File: config.mk
export PLATFORM = sky130hd
export DESIGN_NAME = acmq_muldiv
export DESIGN_NICKNAME = d
export VERILOG_FILES = /design/src/rtl/acmq_muldiv_pkg.sv /design/src/rtl/acmq_muldiv_ctrl.sv /design/src/rtl/acmq_muldiv_prep.sv /design/src/rtl/acmq_muldiv_step.sv /design/src/rtl/acmq_muldiv_fix.sv /design/src/rtl/acmq_muldiv.sv
export SDC_FILE = /design/constraint.sdc
export NUM_CORES = 1
export LEC_CHECK = 0
export BUFFER_PORTS_ARGS = -buffer_cell sky130_fd_sc_hd__buf_2
export CORE_MARGIN = 3
export CORE_UTILIZATION = 65
export DETAILED_ROUTE_END_ITERATION = 16
export PLACE_DENSITY = 0.85
export SETUP_SLACK_MARGIN = 0.02
export SYNTH_ARGS = -nofsm -noshare
export SYNTH_HDL_FRONTEND = slang
export SYNTH_SLANG_ARGS = --single-unit
export TNS_END_PERCENT = 10
File: constraint.sdc
create_clock -name clk -period 10.7 [get_ports clk]
set_input_delay 2.14 -clock clk [delete_from_list [all_inputs] [get_ports clk]]
set_output_delay 2.14 -clock clk [all_outputs]
set_load 0.1 [all_outputs]
File: src/rtl/acmq_muldiv_pkg.sv
package acmq_muldiv_pkg;

    typedef enum logic [1:0] {
        OP_LDAC = 2'd0,
        OP_LDMQ = 2'd1,
        OP_MUL  = 2'd2,
        OP_DIV  = 2'd3
    } mdu_op_e;

    typedef enum logic [1:0] {
        ST_IDLE = 2'd0,
        ST_RUN  = 2'd1,
        ST_FIX  = 2'd2,
        ST_DONE = 2'd3
    } mdu_state_e;

endpackage

File: src/rtl/acmq_muldiv_ctrl.sv
module acmq_muldiv_ctrl
    import acmq_muldiv_pkg::*;
#(
    parameter int W = 40
) (
    input  logic       clk,
    input  logic       rst_n,
    input  logic       start_i,
    input  logic       arith_i,
    output mdu_state_e state_o,
    output logic       accept_o,
    output logic       step_o,
    output logic       fix_o,
    output logic       busy_o,
    output logic       done_o
);

    localparam int CW = (W > 2) ? $clog2(W) : 1;
    localparam logic [CW-1:0] LAST = CW'(W - 1);

    mdu_state_e state_q, state_d;
    logic [CW-1:0] cnt_q;

    // next-state selection
    always_comb begin
        state_d = state_q;
        unique case (state_q)
            ST_IDLE: if (start_i) state_d = arith_i ? ST_RUN : ST_DONE;
            ST_RUN:  if (cnt_q == LAST) state_d = ST_FIX;
            ST_FIX:  state_d = ST_DONE;
            ST_DONE: state_d = ST_IDLE;
            default: state_d = ST_IDLE;
        endcase
    end

    // state register and step counter
    always_ff @(posedge clk or negedge rst_n) begin
        if (!rst_n) begin
            state_q <= ST_IDLE;
            cnt_q   <= '0;
        end else begin
            state_q <= state_d;
            if (state_q == ST_RUN) cnt_q <= cnt_q + CW'(1);
            else                   cnt_q <= '0;
        end
    end

    // outputs decoded from the state
    always_comb begin
        state_o  = state_q;
        accept_o = 1'b0;
        step_o   = 1'b0;
        fix_o    = 1'b0;
        busy_o   = 1'b1;
        done_o   = 1'b0;
        unique case (state_q)
            ST_IDLE: begin
                busy_o   = 1'b0;
                accept_o = start_i;
            end
            ST_RUN:  step_o = 1'b1;
            ST_FIX:  fix_o  = 1'b1;
            ST_DONE: done_o = 1'b1;
            default: busy_o = 1'b0;
        endcase
    end

endmodule

File: src/rtl/acmq_muldiv_prep.sv
module acmq_muldiv_prep #(
    parameter int W = 40
) (
    input  logic [W-1:0] ac_i,
    input  logic [W-1:0] mq_i,
    input  logic [W-1:0] opnd_i,
    input  logic         is_div_i,
    output logic [W-1:0] hi_o,
    output logic [W-1:0] lo_o,
    output logic [W-1:0] dsr_o,
    output logic         neg_res_o,
    output logic         neg_rem_o,
    output logic         pre_err_o
);

    localparam int DW = 2 * W;

    logic [DW-1:0] dvd, dvd_mag;
    logic [W-1:0]  mq_mag, op_mag;

    always_comb begin
        dvd     = {ac_i, mq_i};
        dvd_mag = ac_i[W-1]   ? -dvd   : dvd;
        mq_mag  = mq_i[W-1]   ? -mq_i  : mq_i;
        op_mag  = opnd_i[W-1] ? -opnd_i : opnd_i;
        dsr_o   = op_mag;
        if (is_div_i) begin
            hi_o      = dvd_mag[DW-1:W];
            lo_o      = dvd_mag[W-1:0];
            neg_res_o = ac_i[W-1] ^ opnd_i[W-1];
            neg_rem_o = ac_i[W-1];
            // unsigned quotient would need more than W bits (covers zero divisor)
            pre_err_o = (dvd_mag[DW-1:W] >= op_mag);
        end else begin
            hi_o      = '0;
            lo_o      = mq_mag;
            neg_res_o = mq_i[W-1] ^ opnd_i[W-1];
            neg_rem_o = 1'b0;
            pre_err_o = 1'b0;
        end
    end

endmodule

File: src/rtl/acmq_muldiv_step.sv
module acmq_muldiv_step #(
    parameter int W = 40
) (
    input  logic [W-1:0] hi_i,
    input  logic [W-1:0] lo_i,
    input  logic [W-1:0] dsr_i,
    input  logic         is_div_i,
    output logic [W-1:0] hi_o,
    output logic [W-1:0] lo_o
);

    logic [W:0] sum, shl, diff, dsr_x;
    logic       ge;

    always_comb begin
        dsr_x = {1'b0, dsr_i};
        // multiply: add multiplicand when multiplier LSB set, then shift right
        sum   = {1'b0, hi_i} + (lo_i[0] ? dsr_x : '0);
        // divide: shift left, trial subtract
        shl   = {hi_i, lo_i[W-1]};
        diff  = shl - dsr_x;
        ge    = (shl >= dsr_x);
        if (is_div_i) begin
            hi_o = ge ? diff[W-1:0] : shl[W-1:0];
            lo_o = {lo_i[W-2:0], ge};
        end else begin
            hi_o = sum[W:1];
            lo_o = {sum[0], lo_i[W-1:1]};
        end
    end

endmodule

File: src/rtl/acmq_muldiv_fix.sv
module acmq_muldiv_fix #(
    parameter int W = 40
) (
    input  logic [W-1:0] hi_i,
    input  logic [W-1:0] lo_i,
    input  logic         neg_res_i,
    input  logic         neg_rem_i,
    input  logic         is_div_i,
    output logic [W-1:0] ac_o,
    output logic [W-1:0] mq_o,
    output logic         range_err_o
);

    localparam int DW = 2 * W;
    localparam logic [W-1:0] HALF = {1'b1, {(W-1){1'b0}}};

    logic [DW-1:0] prod, prod_s;

    always_comb begin
        prod   = {hi_i, lo_i};
        prod_s = neg_res_i ? -prod : prod;
        if (is_div_i) begin
            range_err_o = neg_res_i ? (lo_i > HALF) : lo_i[W-1];
            mq_o        = neg_res_i ? -lo_i : lo_i;
            ac_o        = neg_rem_i ? -hi_i : hi_i;
        end else begin
            range_err_o = 1'b0;
            ac_o        = prod_s[DW-1:W];
            mq_o        = prod_s[W-1:0];
        end
    end

endmodule

File: src/rtl/acmq_muldiv.sv
module acmq_muldiv
    import acmq_muldiv_pkg::*;
#(
    parameter int W = 40
) (
    input  logic         clk,
    input  logic         rst_n,
    input  logic         start,
    input  logic [1:0]   op,
    input  logic [W-1:0] operand,
    output logic [W-1:0] ac,
    output logic [W-1:0] mq,
    output logic         busy,
    output logic         done,
    output logic         ovf
);

    mdu_state_e   state;
    logic         accept, step, fix;
    logic         op_div, op_arith;

    logic [W-1:0] ac_q, mq_q, hi_q, lo_q, dsr_q;
    logic         ovf_q, neg_res_q, neg_rem_q, div_q, err_q;

    logic [W-1:0] hi_init, lo_init, dsr_init, hi_nx, lo_nx, ac_fx, mq_fx;
    logic         neg_res_init, neg_rem_init, pre_err, range_err;

    assign op_div   = (op == OP_DIV);
    assign op_arith = (op == OP_MUL) || (op == OP_DIV);

    acmq_muldiv_ctrl #(.W(W)) ctrl_i (
        .clk      (clk),
        .rst_n    (rst_n),
        .start_i  (start),
        .arith_i  (op_arith),
        .state_o  (state),
        .accept_o (accept),
        .step_o   (step),
        .fix_o    (fix),
        .busy_o   (busy),
        .done_o   (done)
    );

    acmq_muldiv_prep #(.W(W)) prep_i (
        .ac_i      (ac_q),
        .mq_i      (mq_q),
        .opnd_i    (operand),
        .is_div_i  (op_div),
        .hi_o      (hi_init),
        .lo_o      (lo_init),
        .dsr_o     (dsr_init),
        .neg_res_o (neg_res_init),
        .neg_rem_o (neg_rem_init),
        .pre_err_o (pre_err)
    );

    acmq_muldiv_step #(.W(W)) step_i (
        .hi_i     (hi_q),
        .lo_i     (lo_q),
        .dsr_i    (dsr_q),
        .is_div_i (div_q),
        .hi_o     (hi_nx),
        .lo_o     (lo_nx)
    );

    acmq_muldiv_fix #(.W(W)) fix_i (
        .hi_i        (hi_q),
        .lo_i        (lo_q),
        .neg_res_i   (neg_res_q),
        .neg_rem_i   (neg_rem_q),
        .is_div_i    (div_q),
        .ac_o        (ac_fx),
        .mq_o        (mq_fx),
        .range_err_o (range_err)
    );

    always_ff @(posedge clk or negedge rst_n) begin
        if (!rst_n) begin
            ac_q      <= '0;
            mq_q      <= '0;
            hi_q      <= '0;
            lo_q      <= '0;
            dsr_q     <= '0;
            ovf_q     <= 1'b0;
            neg_res_q <= 1'b0;
            neg_rem_q <= 1'b0;
            div_q     <= 1'b0;
            err_q     <= 1'b0;
        end else begin
            if (accept) begin
                unique case (op)
                    OP_LDAC: ac_q <= operand;
                    OP_LDMQ: mq_q <= operand;
                    default: begin
                        hi_q      <= hi_init;
                        lo_q      <= lo_init;
                        dsr_q     <= dsr_init;
                        neg_res_q <= neg_res_init;
                        neg_rem_q <= neg_rem_init;
                        div_q     <= op_div;
                        err_q     <= pre_err;
                    end
                endcase
            end
            if (step) begin
                hi_q <= hi_nx;
                lo_q <= lo_nx;
            end
            if (fix) begin
                if (div_q && (err_q || range_err)) begin
                    ovf_q <= 1'b1;
                end else begin
                    ovf_q <= 1'b0;
                    ac_q  <= ac_fx;
                    mq_q  <= mq_fx;
                end
            end
        end
    end

    assign ac  = ac_q;
    assign mq  = mq_q;
    assign ovf = ovf_q;

    logic unused_state;
    assign unused_state = ^state;

endmodule

==> results.json <==
{
  "period_share_pct": 55.3,
  "finalSetupTns_ps": 0,
  "die_h_um": 181,
  "row_count": 63,
  "final_cells": 2932,
  "drc": 0,
  "grt_pass1_wl_um": 108000,
  "grtUsageTotal_pct": 40.4,
  "finalWirelength_um": 68800,
  "io_buffers": 127,
  "required_ps": 11120,
  "layout_setup_ws_ps": 4780,
  "cts_resized": 0,
  "coreArea_um2": 30000,
  "async_reset_ff_share_pct": 100,
  "rr_worst_depth": 16,
  "synth-edff-count": 0,
  "worstMarginPinSlew_ps": 1220,
  "die_w_um": 181,
  "yosysTopAreaCell": "dfrtp_1",
  "fill_cells": 2263,
  "clock_sinks": 213,
  "overflow": 0,
  "start_util_pct": 66.7,
  "grt_pass1_vias": 19800,
  "cp_data_arrival_time_ps": 6330,
  "root_buffer": "clkbuf_16",
  "ant_nets": 0,
  "antenna_found_initial": 0,
  "post_cts_buffers": 0,
  "cap_violations": 0,
  "first_iter_violations": 3069,
  "start_kind": "primary input",
  "clock_skew_ps": 19.5,
  "yosys_warnings": 0,
  "synth_top_area_share_pct": 26.7,
  "r2r_slack_ps": 5320,
  "io_pins": 128,
  "hold_path_end": "ctrl_i.cnt_q[0]",
  "diodes": 0,
  "final_cell_mix": "250 x nor2_1, 227 x a21oi_1, 212 x o21ai_0, 212 x dfrtp_1, 197 x nand2_1",
  "netlist_area_um2": 20000,
  "dpl.cell_count": 2888,
  "finalWeightedCongestion": 1.05,
  "yosys_most_used_dff": "dfrtp_1",
  "insertion_delay_ps": 550,
  "drive_above_1_share_pct": 9.64,
  "cts_buffers": 26,
  "cts_tree": "built",
  "cp_max_fo": 6,
  "path_clk_slew_ps": 60,
  "route.vias.total": 21000,
  "cts_hold_buf": 0,
  "worstPathCellList": "buf_2, or3_4, or4b_4, or2_4, or3_1, or3_4, or3_4, o31ai_4, xor2_1, ha_1, a21o_1, a21o_1, a21oi_1, nor2_1, a21oi_1, o21ai_0",
  "area_growth_pct": 8.65,
  "synth_area_leaders": "dfrtp_1 27%, ha_1 8.2%, xnor2_1 5.8%",
  "min_from": "ctrl_i.cnt_q[0]",
  "rr_startpoint": "mq[6]",
  "critPathKind": "primary input to flip-flop",
  "grt_max_degree": 82,
  "rsz0062_at_grt": "no",
  "clock_path_buffers": 3,
  "nets": 2704,
  "min_path_type": "flip-flop to flip-flop",
  "critical_path.top_delay_family": "simple AND/OR/NAND/NOR gates",
  "h-tree-depth": 1,
  "hold-path-cell-count": 1,
  "period_needed_ps": 5920,
  "hpwl_um": 50800,
  "final_common_cell": "nor2_1",
  "syn_inst": 2490,
  "whs_ps": 464,
  "crit_path_end_kind": "flip-flop",
  "reg2reg_to": "err_q",
  "cp_num_buf_inv": 1,
  "max_slew_margin_pct": 18.9,
  "fmax_ghz": 0.169,
  "dp_worst_setup_slack_ps": 4290,
  "critical_path.most_common_cell": "or3_4",
  "wl_per_cell_um": 23.5,
  "dieArea_um2": 32900,
  "setup_viol": 0,
  "finalHoldViolations": 0,
  "drt-pass1-iter-count": 10,
  "routed_via_density": 7.15,
  "synth_cell_types": 72,
  "max_stage_delay_ps": 540,
  "synth.avg_cell_area_um2": 8.02,
  "synth_seq_cells": 213,
  "syn_nets": 2668,
  "status": "completed",
  "slowest_stage": "or4b_4",
  "slew_violations": 0,
  "yosysSeqAreaShare_pct": 26.7
}
==> cell families (layout without fill, tap and decap cells) <==
family / count (synthesis) / after routing / synth area share [%]
AO/OA/AOI/OAI: 808 / 808 / 25.5
XOR/XNOR: 250 / 250 / 11.0
adder cells (fa/ha/maj): 133 / 133 / 8.40
buffers and inverters: 221 / 273 / 4.16
flip-flops: 213 / 213 / 26.7
multiplexers: 135 / 135 / 6.89
AND/OR/NAND/NOR: 730 / 730 / 17.4
==> worst reg2reg max path, cell delays in order, from the launching register on <==
cell and delay [ps]:
dfrtp_1 440, or4_1 630, nor3_1 320, and4b_1 370, nand3_1 220, o41ai_1 460
xor2_1 530, ha_1 340, nand2b_1 180, a21o_1 190, a21o_1 170, a211oi_1 230
o21ai_0 180, a211o_1 320, a41oi_1 340, o311a_1 240, o21ai_0 100
==> state kept, by name, summed over array words and instances, names as in the netlist <==
name / flops
neg_rem_q: 1
mq: 40
ctrl_i.state_o: 2
ovf: 1
hi_q: 40
div_q: 1
ac: 40
dsr_q: 40
err_q: 1
neg_res_q: 1
lo_q: 40
ctrl_i.cnt_q: 6
==> synth_stat cells, types with 7 or more instances <==
library cell,instances
and3_1,14
a22oi_1,7
dfrtp_1,213
xor2_1,117
or4_1,23
and2_1,9
a21oi_1,227
a21o_1,58
nor2_1,250
a211oi_1,71
nand4_1,27
a31oi_1,25
o31ai_1,47
o21bai_1,7
nand3_1,37
clkbuf_1,139
nand2b_1,20
inv_1,74
o21a_1,16
a222oi_1,10
or2_2,7
xnor2_1,133
o41ai_1,26
nor4_1,20
mux2i_1,115
or3_1,38
o211ai_1,24
nand2_1,198
ha_1,131
a221oi_1,22
nor3_1,42
mux2_2,20
nor2b_1,12
o21ai_0,212
==> cell type report <==
cell class	count	area, um^2	share of cell area, %
multi-input cells	2056	13900	63.8
flip-flops and latches	213	5330	24.6
repair buffers	154	848	3.91
clock buffers	37	763	3.52
well taps	390	488	2.25
inverters	75	282	1.30
clock inverters	7	135	0.623
==> through the flow <==
step	instance area [um^2]	util, %
global route	21700	72.5
global placement	20800	69.5
finish	21700	72.5
detailed placement	20800	69.5
CTS	21700	72.5
floorplan	20000	-
==> how the worst max path moves through the flow <==
| stage | from | cells after the start | slack [ps] | endpoint |
|---|---|---|---|---|
| 2_1_floorplan | operand[3] | 17 | 4700 | err_q |
| 3_3_place_gp | operand[1] | 16 | 4390 | err_q |
| 3_5_place_dp | operand[1] | 16 | 4290 | err_q |
| 4_1_cts | operand[1] | 16 | 4850 | err_q |
| 5_1_grt | operand[1] | 16 | 4670 | err_q |
| 6_report | operand[1] | 16 | 4780 | err_q |
==> metal layers <==
layer / wire, um / up-vias / GRT usage (%)
met2: 30200 / 1513 / 63.1
met5: 0 / - / 0
met3: 8750 / 322 / 8.40
met4: 3720 / 0 / 17.1
li1: - / 9199 / -
met1: 26200 / 9921 / 54.7
Power is left out: the tool's default activity adds up to more than one toggle a clock period on the data nets, which glitch-free logic cannot reach.
